### src/rtl/icr_pkg.sv
package icr_pkg;
  localparam int ICR_WORD_W = 32;
  localparam int ICR_VEC_W  = 8;
  localparam int ICR_DM_W   = 3;
  localparam int ICR_SH_W   = 2;

  typedef enum logic [1:0] {
    SEL_LO   = 2'd0,
    SEL_HI   = 2'd1,
    SEL_WIDE = 2'd2,
    SEL_NONE = 2'd3
  } icr_sel_e;

  typedef struct packed {
    logic [ICR_WORD_W-1:0] dest;
    logic [ICR_VEC_W-1:0]  vector;
    logic [ICR_DM_W-1:0]   dmode;
    logic                  level;
    logic                  trig;
    logic [ICR_SH_W-1:0]   short_hand;
  } icr_msg_t;
endpackage

### src/rtl/icr_regs.sv
module icr_regs
  import icr_pkg::*;
#(
  parameter int LEG_DEST_W = 8,
  parameter int BUSY_POS   = 12
) (
  input  logic                    clk,
  input  logic                    rst_n,
  input  logic                    ext_mode_i,
  input  logic                    wr_en_i,
  input  logic [1:0]              wr_sel_i,
  input  logic [2*ICR_WORD_W-1:0] wr_data_i,
  input  logic                    pending_i,
  output logic                    mode_o,
  output logic                    launch_o,
  output icr_msg_t                msg_o,
  output logic                    send_err_o,
  output logic [2*ICR_WORD_W-1:0] rd_data_o
);
  localparam int WW      = ICR_WORD_W;
  localparam int LEG_LSB = WW - LEG_DEST_W;

  logic          mode_q;
  logic [WW-1:0] lo_q, hi_q;
  logic          err_q;
  logic          wr_lo, wr_hi, wr_wide, req;
  logic [WW-1:0] lo_new, dest_new, busy_mask;

  always_comb begin
    wr_lo   = wr_en_i && (wr_sel_i == SEL_LO)   && !mode_q;
    wr_hi   = wr_en_i && (wr_sel_i == SEL_HI)   && !mode_q;
    wr_wide = wr_en_i && (wr_sel_i == SEL_WIDE) &&  mode_q;
    req     = wr_lo || wr_wide;
    launch_o = req && !pending_i;
    busy_mask = WW'(1) << BUSY_POS;
    lo_new  = wr_data_i[WW-1:0] & ~busy_mask;
    if (mode_q) dest_new = wr_data_i[2*WW-1:WW];
    else        dest_new = WW'(hi_q[WW-1:LEG_LSB]);
  end

  always_comb begin
    msg_o.dest       = dest_new;
    msg_o.vector     = lo_new[7:0];
    msg_o.dmode      = lo_new[10:8];
    msg_o.level      = lo_new[14];
    msg_o.trig       = lo_new[15];
    msg_o.short_hand = lo_new[19:18];
  end

  always_ff @(posedge clk or negedge rst_n) begin
    if (!rst_n) begin
      mode_q <= 1'b0;
      lo_q   <= '0;
      hi_q   <= '0;
      err_q  <= 1'b0;
    end else begin
      if (!pending_i) mode_q <= ext_mode_i;
      err_q <= req && pending_i;
      if (wr_hi) hi_q <= wr_data_i[WW-1:0];
      if (launch_o) begin
        lo_q <= lo_new;
        if (wr_wide) hi_q <= wr_data_i[2*WW-1:WW];
      end
    end
  end

  assign mode_o     = mode_q;
  assign send_err_o = err_q;
  assign rd_data_o  = {hi_q, lo_q | ((pending_i && !mode_q) ? busy_mask : '0)};
endmodule

### src/rtl/icr_launch.sv
module icr_launch
  import icr_pkg::*;
(
  input  logic     clk,
  input  logic     rst_n,
  input  logic     launch_i,
  input  icr_msg_t msg_i,
  input  logic     ready_i,
  output logic     valid_o,
  output icr_msg_t msg_o
);
  logic     valid_q;
  icr_msg_t msg_q;

  always_ff @(posedge clk or negedge rst_n) begin
    if (!rst_n) begin
      valid_q <= 1'b0;
      msg_q   <= '0;
    end else if (launch_i) begin
      valid_q <= 1'b1;
      msg_q   <= msg_i;
    end else if (valid_q && ready_i) begin
      valid_q <= 1'b0;
    end
  end

  assign valid_o = valid_q;
  assign msg_o   = msg_q;
endmodule

### src/rtl/icr_sender.sv
module icr_sender
  import icr_pkg::*;
#(
  parameter int LEG_DEST_W = 8,
  parameter int BUSY_POS   = 12
) (
  input  logic        clk,
  input  logic        rst_n,
  input  logic        ext_mode_i,
  input  logic        wr_en_i,
  input  logic [1:0]  wr_sel_i,
  input  logic [63:0] wr_data_i,
  output logic [63:0] rd_data_o,
  output logic        msg_valid_o,
  input  logic        msg_ready_i,
  output logic [31:0] msg_dest_o,
  output logic [7:0]  msg_vector_o,
  output logic [2:0]  msg_dmode_o,
  output logic        msg_level_o,
  output logic        msg_trig_o,
  output logic [1:0]  msg_short_o,
  output logic        send_err_o
);
  logic     mode_q;
  logic     launch;
  icr_msg_t staged_msg, held_msg;

  icr_regs #(.LEG_DEST_W(LEG_DEST_W), .BUSY_POS(BUSY_POS)) u_regs (
    .clk        (clk),
    .rst_n      (rst_n),
    .ext_mode_i (ext_mode_i),
    .wr_en_i    (wr_en_i),
    .wr_sel_i   (wr_sel_i),
    .wr_data_i  (wr_data_i),
    .pending_i  (msg_valid_o),
    .mode_o     (mode_q),
    .launch_o   (launch),
    .msg_o      (staged_msg),
    .send_err_o (send_err_o),
    .rd_data_o  (rd_data_o)
  );

  icr_launch u_launch (
    .clk      (clk),
    .rst_n    (rst_n),
    .launch_i (launch),
    .msg_i    (staged_msg),
    .ready_i  (msg_ready_i),
    .valid_o  (msg_valid_o),
    .msg_o    (held_msg)
  );

  assign msg_dest_o   = held_msg.dest;
  assign msg_vector_o = held_msg.vector;
  assign msg_dmode_o  = held_msg.dmode;
  assign msg_level_o  = held_msg.level;
  assign msg_trig_o   = held_msg.trig;
  assign msg_short_o  = held_msg.short_hand;
endmodule

### config.mk
export PLATFORM = sky130hd
export DESIGN_NAME = icr_sender
export DESIGN_NICKNAME = d
export VERILOG_FILES = /design/src/rtl/icr_pkg.sv /design/src/rtl/icr_regs.sv /design/src/rtl/icr_launch.sv /design/src/rtl/icr_sender.sv
export SDC_FILE = /design/constraint.sdc
export NUM_CORES = 1
export LEC_CHECK = 0
export CORE_ASPECT_RATIO = 0.9
export CORE_MARGIN = 2
export CORE_UTILIZATION = 45
export CTS_CLUSTER_DIAMETER = 120
export CTS_CLUSTER_SIZE = 12
export DETAILED_ROUTE_END_ITERATION = 16
export GPL_TIMING_DRIVEN = 1
export PLACE_DENSITY_LB_ADDON = 0.15
export SLEW_MARGIN = 10
export SYNTH_ARGS = -nofsm -noshare
export SYNTH_HDL_FRONTEND = slang
export SYNTH_HIERARCHICAL = 1
export SYNTH_SLANG_ARGS = --single-unit
### constraint.sdc
create_clock -name clk -period 3.52 [get_ports clk]
set_input_delay 0.528 -clock clk [delete_from_list [all_inputs] [get_ports clk]]
set_output_delay 0.528 -clock clk [all_outputs]
set_load 0.02 [all_outputs]
---- Yosys cells after proc, flatten, opt, wreduce, memory -nomap -nowiden ----
Cells that the tools add are included.
storage, ports and cells
  input port bits ......................... 71
  flip-flop bits (word level) ............. 113
  output and inout port bits .............. 113
  word-level logic and storage cells ...... 36
cells by class
  equality and inequality tests ........... 2
  reduce and logical (&&, ||, !) cells .... 15
  bitwise gates (word level) .............. 1
  multiplexer cells ....................... 7
operators with widths
  kind                  number
  $mux W32              4
  $or A32 B32 Y32       1
  $mux W13              1
  $logic_and A1 B1 Y1   10
  $eq A2 B1 Y1 const B  1
  $eq A2 B2 Y1 const B  1
  $logic_not A1 Y1      2
  $logic_not A2 Y1      1
  $mux W1               2
  $reduce_bool A2 Y1    1
  $logic_or A1 B1 Y1    1

---- Depth between registers and ports, before layout ----
  word-level depth ........................ 6
  depth in mapped cells ................... 8
  mapped depth without buffers ............ 4

---- Hierarchy ----
The synthesis kept the hierarchy.
by module, submodules not included
  module      sequential area each (um^2)  instances  area each (um^2)  cells each
  icr_regs    1,626.6                      1          3,484.6           230
  icr_launch  1,201.2                      1          1,856.8           102

---- Least setup slack after synthesis ----
Ideal clock, no wire load.
  path kind ............................... input -> register
  from .................................... input wr_sel_i[0]
  to ...................................... register u_launch.msg_q (netlist bit u_launch/msg_o[25])
  data arrival time ....................... 1.718 ns
  setup time .............................. 0.125 ns
  data required time ...................... 3.395 ns
  buffers on the path ..................... 3
  stages .................................. 7
  path slack .............................. 1.676 ns
  path through ............................ nor3b_2 > nand2_1 > buf_2 > inv_1 > buf_6 > buf_6 > mux2_4
between the ends
  word-level cells in the longest chain between the ends .. 5
  elaborated cells on any way between the ends .. 8
  those cells by class .................... 1 x eq/ne; 7 x reduce/logical
ends and longest elaborated chain
  item                                                     line                            text
  from (decl)                                              icr_sender.sv:11                input logic [1:0] wr_sel_i,
  $eq A2 B2 Y1 / $logic_not A2 Y1 (equally long branches)  icr_regs.sv:32, icr_regs.sv:30
  $logic_and A1 B1 Y1 (on tied branches) (2 in a row)      icr_regs.sv:32, icr_regs.sv:30
  $logic_or A1 B1 Y1 *                                     icr_regs.sv:33                  req = wr_lo || wr_wide;
  $logic_and A1 B1 Y1 *                                    icr_regs.sv:34                  launch_o = req && !pending_i;
  via launch                                               icr_sender.sv:25                logic launch;
  to (signal assigned)                                     icr_launch.sv:21                msg_q <= msg_i;
  to (decl)                                                icr_launch.sv:13                icr_msg_t msg_q;
Mark *: on every way through the listed nets, which the timed path passes. The rest lies on a longest branch.
A chain may end at the register's enable or synchronous reset.

---- Worst setup path in the final report ----
  from .................................... register u_regs.mode_q, in the netlist u_regs/mode_o
  to ...................................... output rd_data_o[12]
between the ends
  word-level cells in the longest chain between the ends .. 4
ends and longest elaborated chain
  item                    line              text
  from (decl)             icr_regs.sv:23    logic mode_q;
  from (signal assigned)  icr_regs.sv:57    if (!pending_i) mode_q <= ext_mode_i;
  $logic_not A1 Y1        icr_regs.sv:69    assign rd_data_o = {hi_q, lo_q | ((pending_i && !mode_q) ? busy_mask : '0)};
  $logic_and A1 B1 Y1     icr_regs.sv:69
  $mux W13                icr_regs.sv:69
  $or A32 B32 Y32         icr_regs.sv:69
  to (decl)               icr_sender.sv:13  output logic [63:0] rd_data_o,
Every way passes these cells.

==> summary.txt <==
Clock tree
  – Setup bufs post-CTS: 0
  – Sink Count: 113
  – # hold bufs at CTS: 0
  – Max H-tree Level: 4
  – CTS tree: done
  – Clk pin slew, worst setup/hold paths: 0.05 ns
  – Root Buffer: clkbuf_16
  – Worst-Skew Late Latency: 0.40 ns
  – CTS max path bufs: 2
  – CTS buffer count: 17
  – Post_cts resized: 0

Power and ir drop
  – Seq pwr share: 0.319
  – NetSw: 1.95 mW
  – Switching portion of total power: 0.304
  – Total power: 6.43 mW
  – Worst VDD drop: 0.000606 V
  – Clock Power Share: 0.275
  – Pwr/cell area: 825 nW/um2
  – P_int: 4.48 mW
  – Leakage: 3.46 nW
  – Comb power frac: 0.405

Job
  – Max_cap viols: 0

Die
  – Boundary Pins: 184
  – Die area: 12,800 um2
  – Core region area: 11,500 um2
  – Rows: 37
  – Initial core utilization: 0.463
  – Die X: 119 um
  – DIE HEIGHT: 107 um

GRT
  – Vias in the first global route: 3,643
  – First-pass GRT wire length: 20,000 um
  – Grt ovf: 0
  – Total GRT Usage: 0.206
  – Initial antenna violation count: 0
  – Largest net degree at the start of global routing: 58

Layout
  – Layout cells sized above 1: 0.374
  – Fin nets: 579
  – Number of diodes: 0
  – Commonest cells after routing, fill and taps aside: 182 x clkdlybuf4s50_1, 113 x dfrtp_1, 79 x mux2_4
  – Area added between synthesis and finish: 45.8%
  – Most common cell after layout, fill and taps aside: clkdlybuf4s50_1
  – FILL cells: 807

Critical path
  – Critical Path Start Type: flop
  – Crit path DAT: 1.86 ns
  – Worst Path Required: 2.99 ns
  – Kind of end point of the critical path: output pin
  – CP max FO: 18
  – Setup CP Type: flop to output pin
  – R2R setup slack: 1.35 ns

Worst hold path
  – Hold WC Path Type: primary input to async pin

Synthesis
  – Synth warn: 6
  – Synthesized net count: 403
  – Register bit total from synthesis: 113
  – Netlist cell types: 18
  – Syn Area/Cell: 16.1 um2
  – Synth Instances: 332
  – Sequential fraction of the synthesis area: 0.529
  – Mapped Area: 5340 um2

STA
  – F_max: 418 MHz
  – Slew @ Worst Pin: 0.751 ns
  – Final Hold Violating Endpoints: 0
  – TNS Setup: 0 ns
  – Clock skew: 0.00809 ns
  – Setup violators final: 0
  – Slew Limit Fails: 0
  – RSZ-0062 raised after global routing: no
  – Slew HR: 0.499
  – Final Cycle Share: 0.679
  – Final min period: 2.39 ns

Detailed routing
  – First-pass detailed-route iteration total: 4
  – Vias: 3,311
  – Drt initial violations: 159
  – DRC Markers: 0
  – Drt wl/cell: 18.5 um
  – Routed wire length: 12,500 um
  – Post-DRT Antenna Nets: 0
  – Via density: 4.89

Outcome
  – Run status: completed

Placed design
  – GP Congestion: 0.762
  – PortBufs: 183
  – Post-DP HPWL: 8440 um
## layout make-up
type	instances	area (um2)	area share
Tap cell	156	195	0.0251
Clock buffer	20	447	0.0573
Timing Repair Buffer	191	1910	0.246
Inverter	2	7.51	0.000964
Sequential cell	113	2830	0.363
Multi-Input combinational cell	183	2230	0.287
Clock inverter	12	164	0.0210
## cell usage after synthesis, drive strengths merged
| cell type | count | area [um2] |
|---|---|---|
| inv | 2 | 7.51 |
| dfrtp | 113 | 2830 |
| clkbuf | 3 | 11.3 |
| mux2 | 151 | 2000 |
| a21o | 1 | 7.51 |
| nor4bb | 1 | 25.0 |
| nor2b | 1 | 6.26 |
| xnor2 | 1 | 8.76 |
| nand3 | 1 | 5.00 |
| nand2 | 1 | 3.75 |
| and4b | 1 | 10.0 |
| buf | 31 | 269 |
| and2 | 24 | 150 |
| nor3b | 1 | 12.5 |
## worst paths after layout
path,start,end,cells after the start
worst max-delay path,u_regs/mode_o,rd_data_o[12],2
worst min-delay path,rst_n,u_regs/lo_q[4],1
worst max register to register,u_regs/mode_o,u_launch/msg_o[21],5
worst min register to register,u_regs/lo_q[24],u_regs/lo_q[24],1
max in group asynchronous,rst_n,u_launch/msg_o[23],2
min in group clk,u_regs/lo_q[24],u_regs/lo_q[24],1
## sequential cells by signal, summed over array words and instances, names as in the netlist
name               flops
u_regs/send_err_o      1
u_regs/mode_o          1
u_launch/valid_o       1
u_regs/hi_q           32
u_regs/lo_q           31
u_launch/msg_o        47
## critical path: stages, from the launching register on
cell and delay, ns:
dfrtp_1 0.64, nor2b_1 0.20, clkdlybuf4s50_1 0.62
## per-layer routing
| metal | track usage | share of wire |
|---|---|---|
| met1 | 0.260 | 0.44 |
| met4 | 0.0774 | 0.011 |
| met3 | 0.0678 | 0.066 |
| met2 | 0.333 | 0.48 |
| met5 | 0 | 0 |
## power groups by stage
stage,Combinational (mW),Clock [mW],Sequential (mW)
6_report,2.61,1.77,2.05
5_1_grt,2.74,1.86,2.12
4_1_cts,2.63,1.80,2.06
3_5_place_dp,2.61,0,2.07
3_3_place_gp,2.59,0,2.05
2_1_floorplan,0.835,0,2.61
## logic make-up after synthesis
family,count (synthesis),synth area share
XOR/XNOR,1,0.00164
AO/OA/AOI/OAI,1,0.00141
AND/OR/NAND/NOR,30,0.0398
flip-flops,113,0.529
multiplexers,151,0.374
buffers and inverters,36,0.0539
## stage by stage
| step | area, um2 | instances | setup slack, ns | hold slack, ns | util |
|---|---|---|---|---|---|
| 2_1_floorplan | 5340 | 332 | 1.68 | 0.232 | - |
| 3_3_place_gp | 7180 | 645 | 1.06 | 0.487 | 0.623 |
| 3_5_place_dp | 7180 | 645 | 1.01 | 0.492 | 0.623 |
| 4_1_cts | 7790 | 677 | 1.09 | 0.219 | 0.676 |
| 5_1_grt | 7790 | 677 | 1.06 | 0.232 | 0.676 |
| 6_report | 7790 | 677 | 1.13 | 0.189 | 0.676 |
Note: power is estimated with default switching activity, not from simulation.
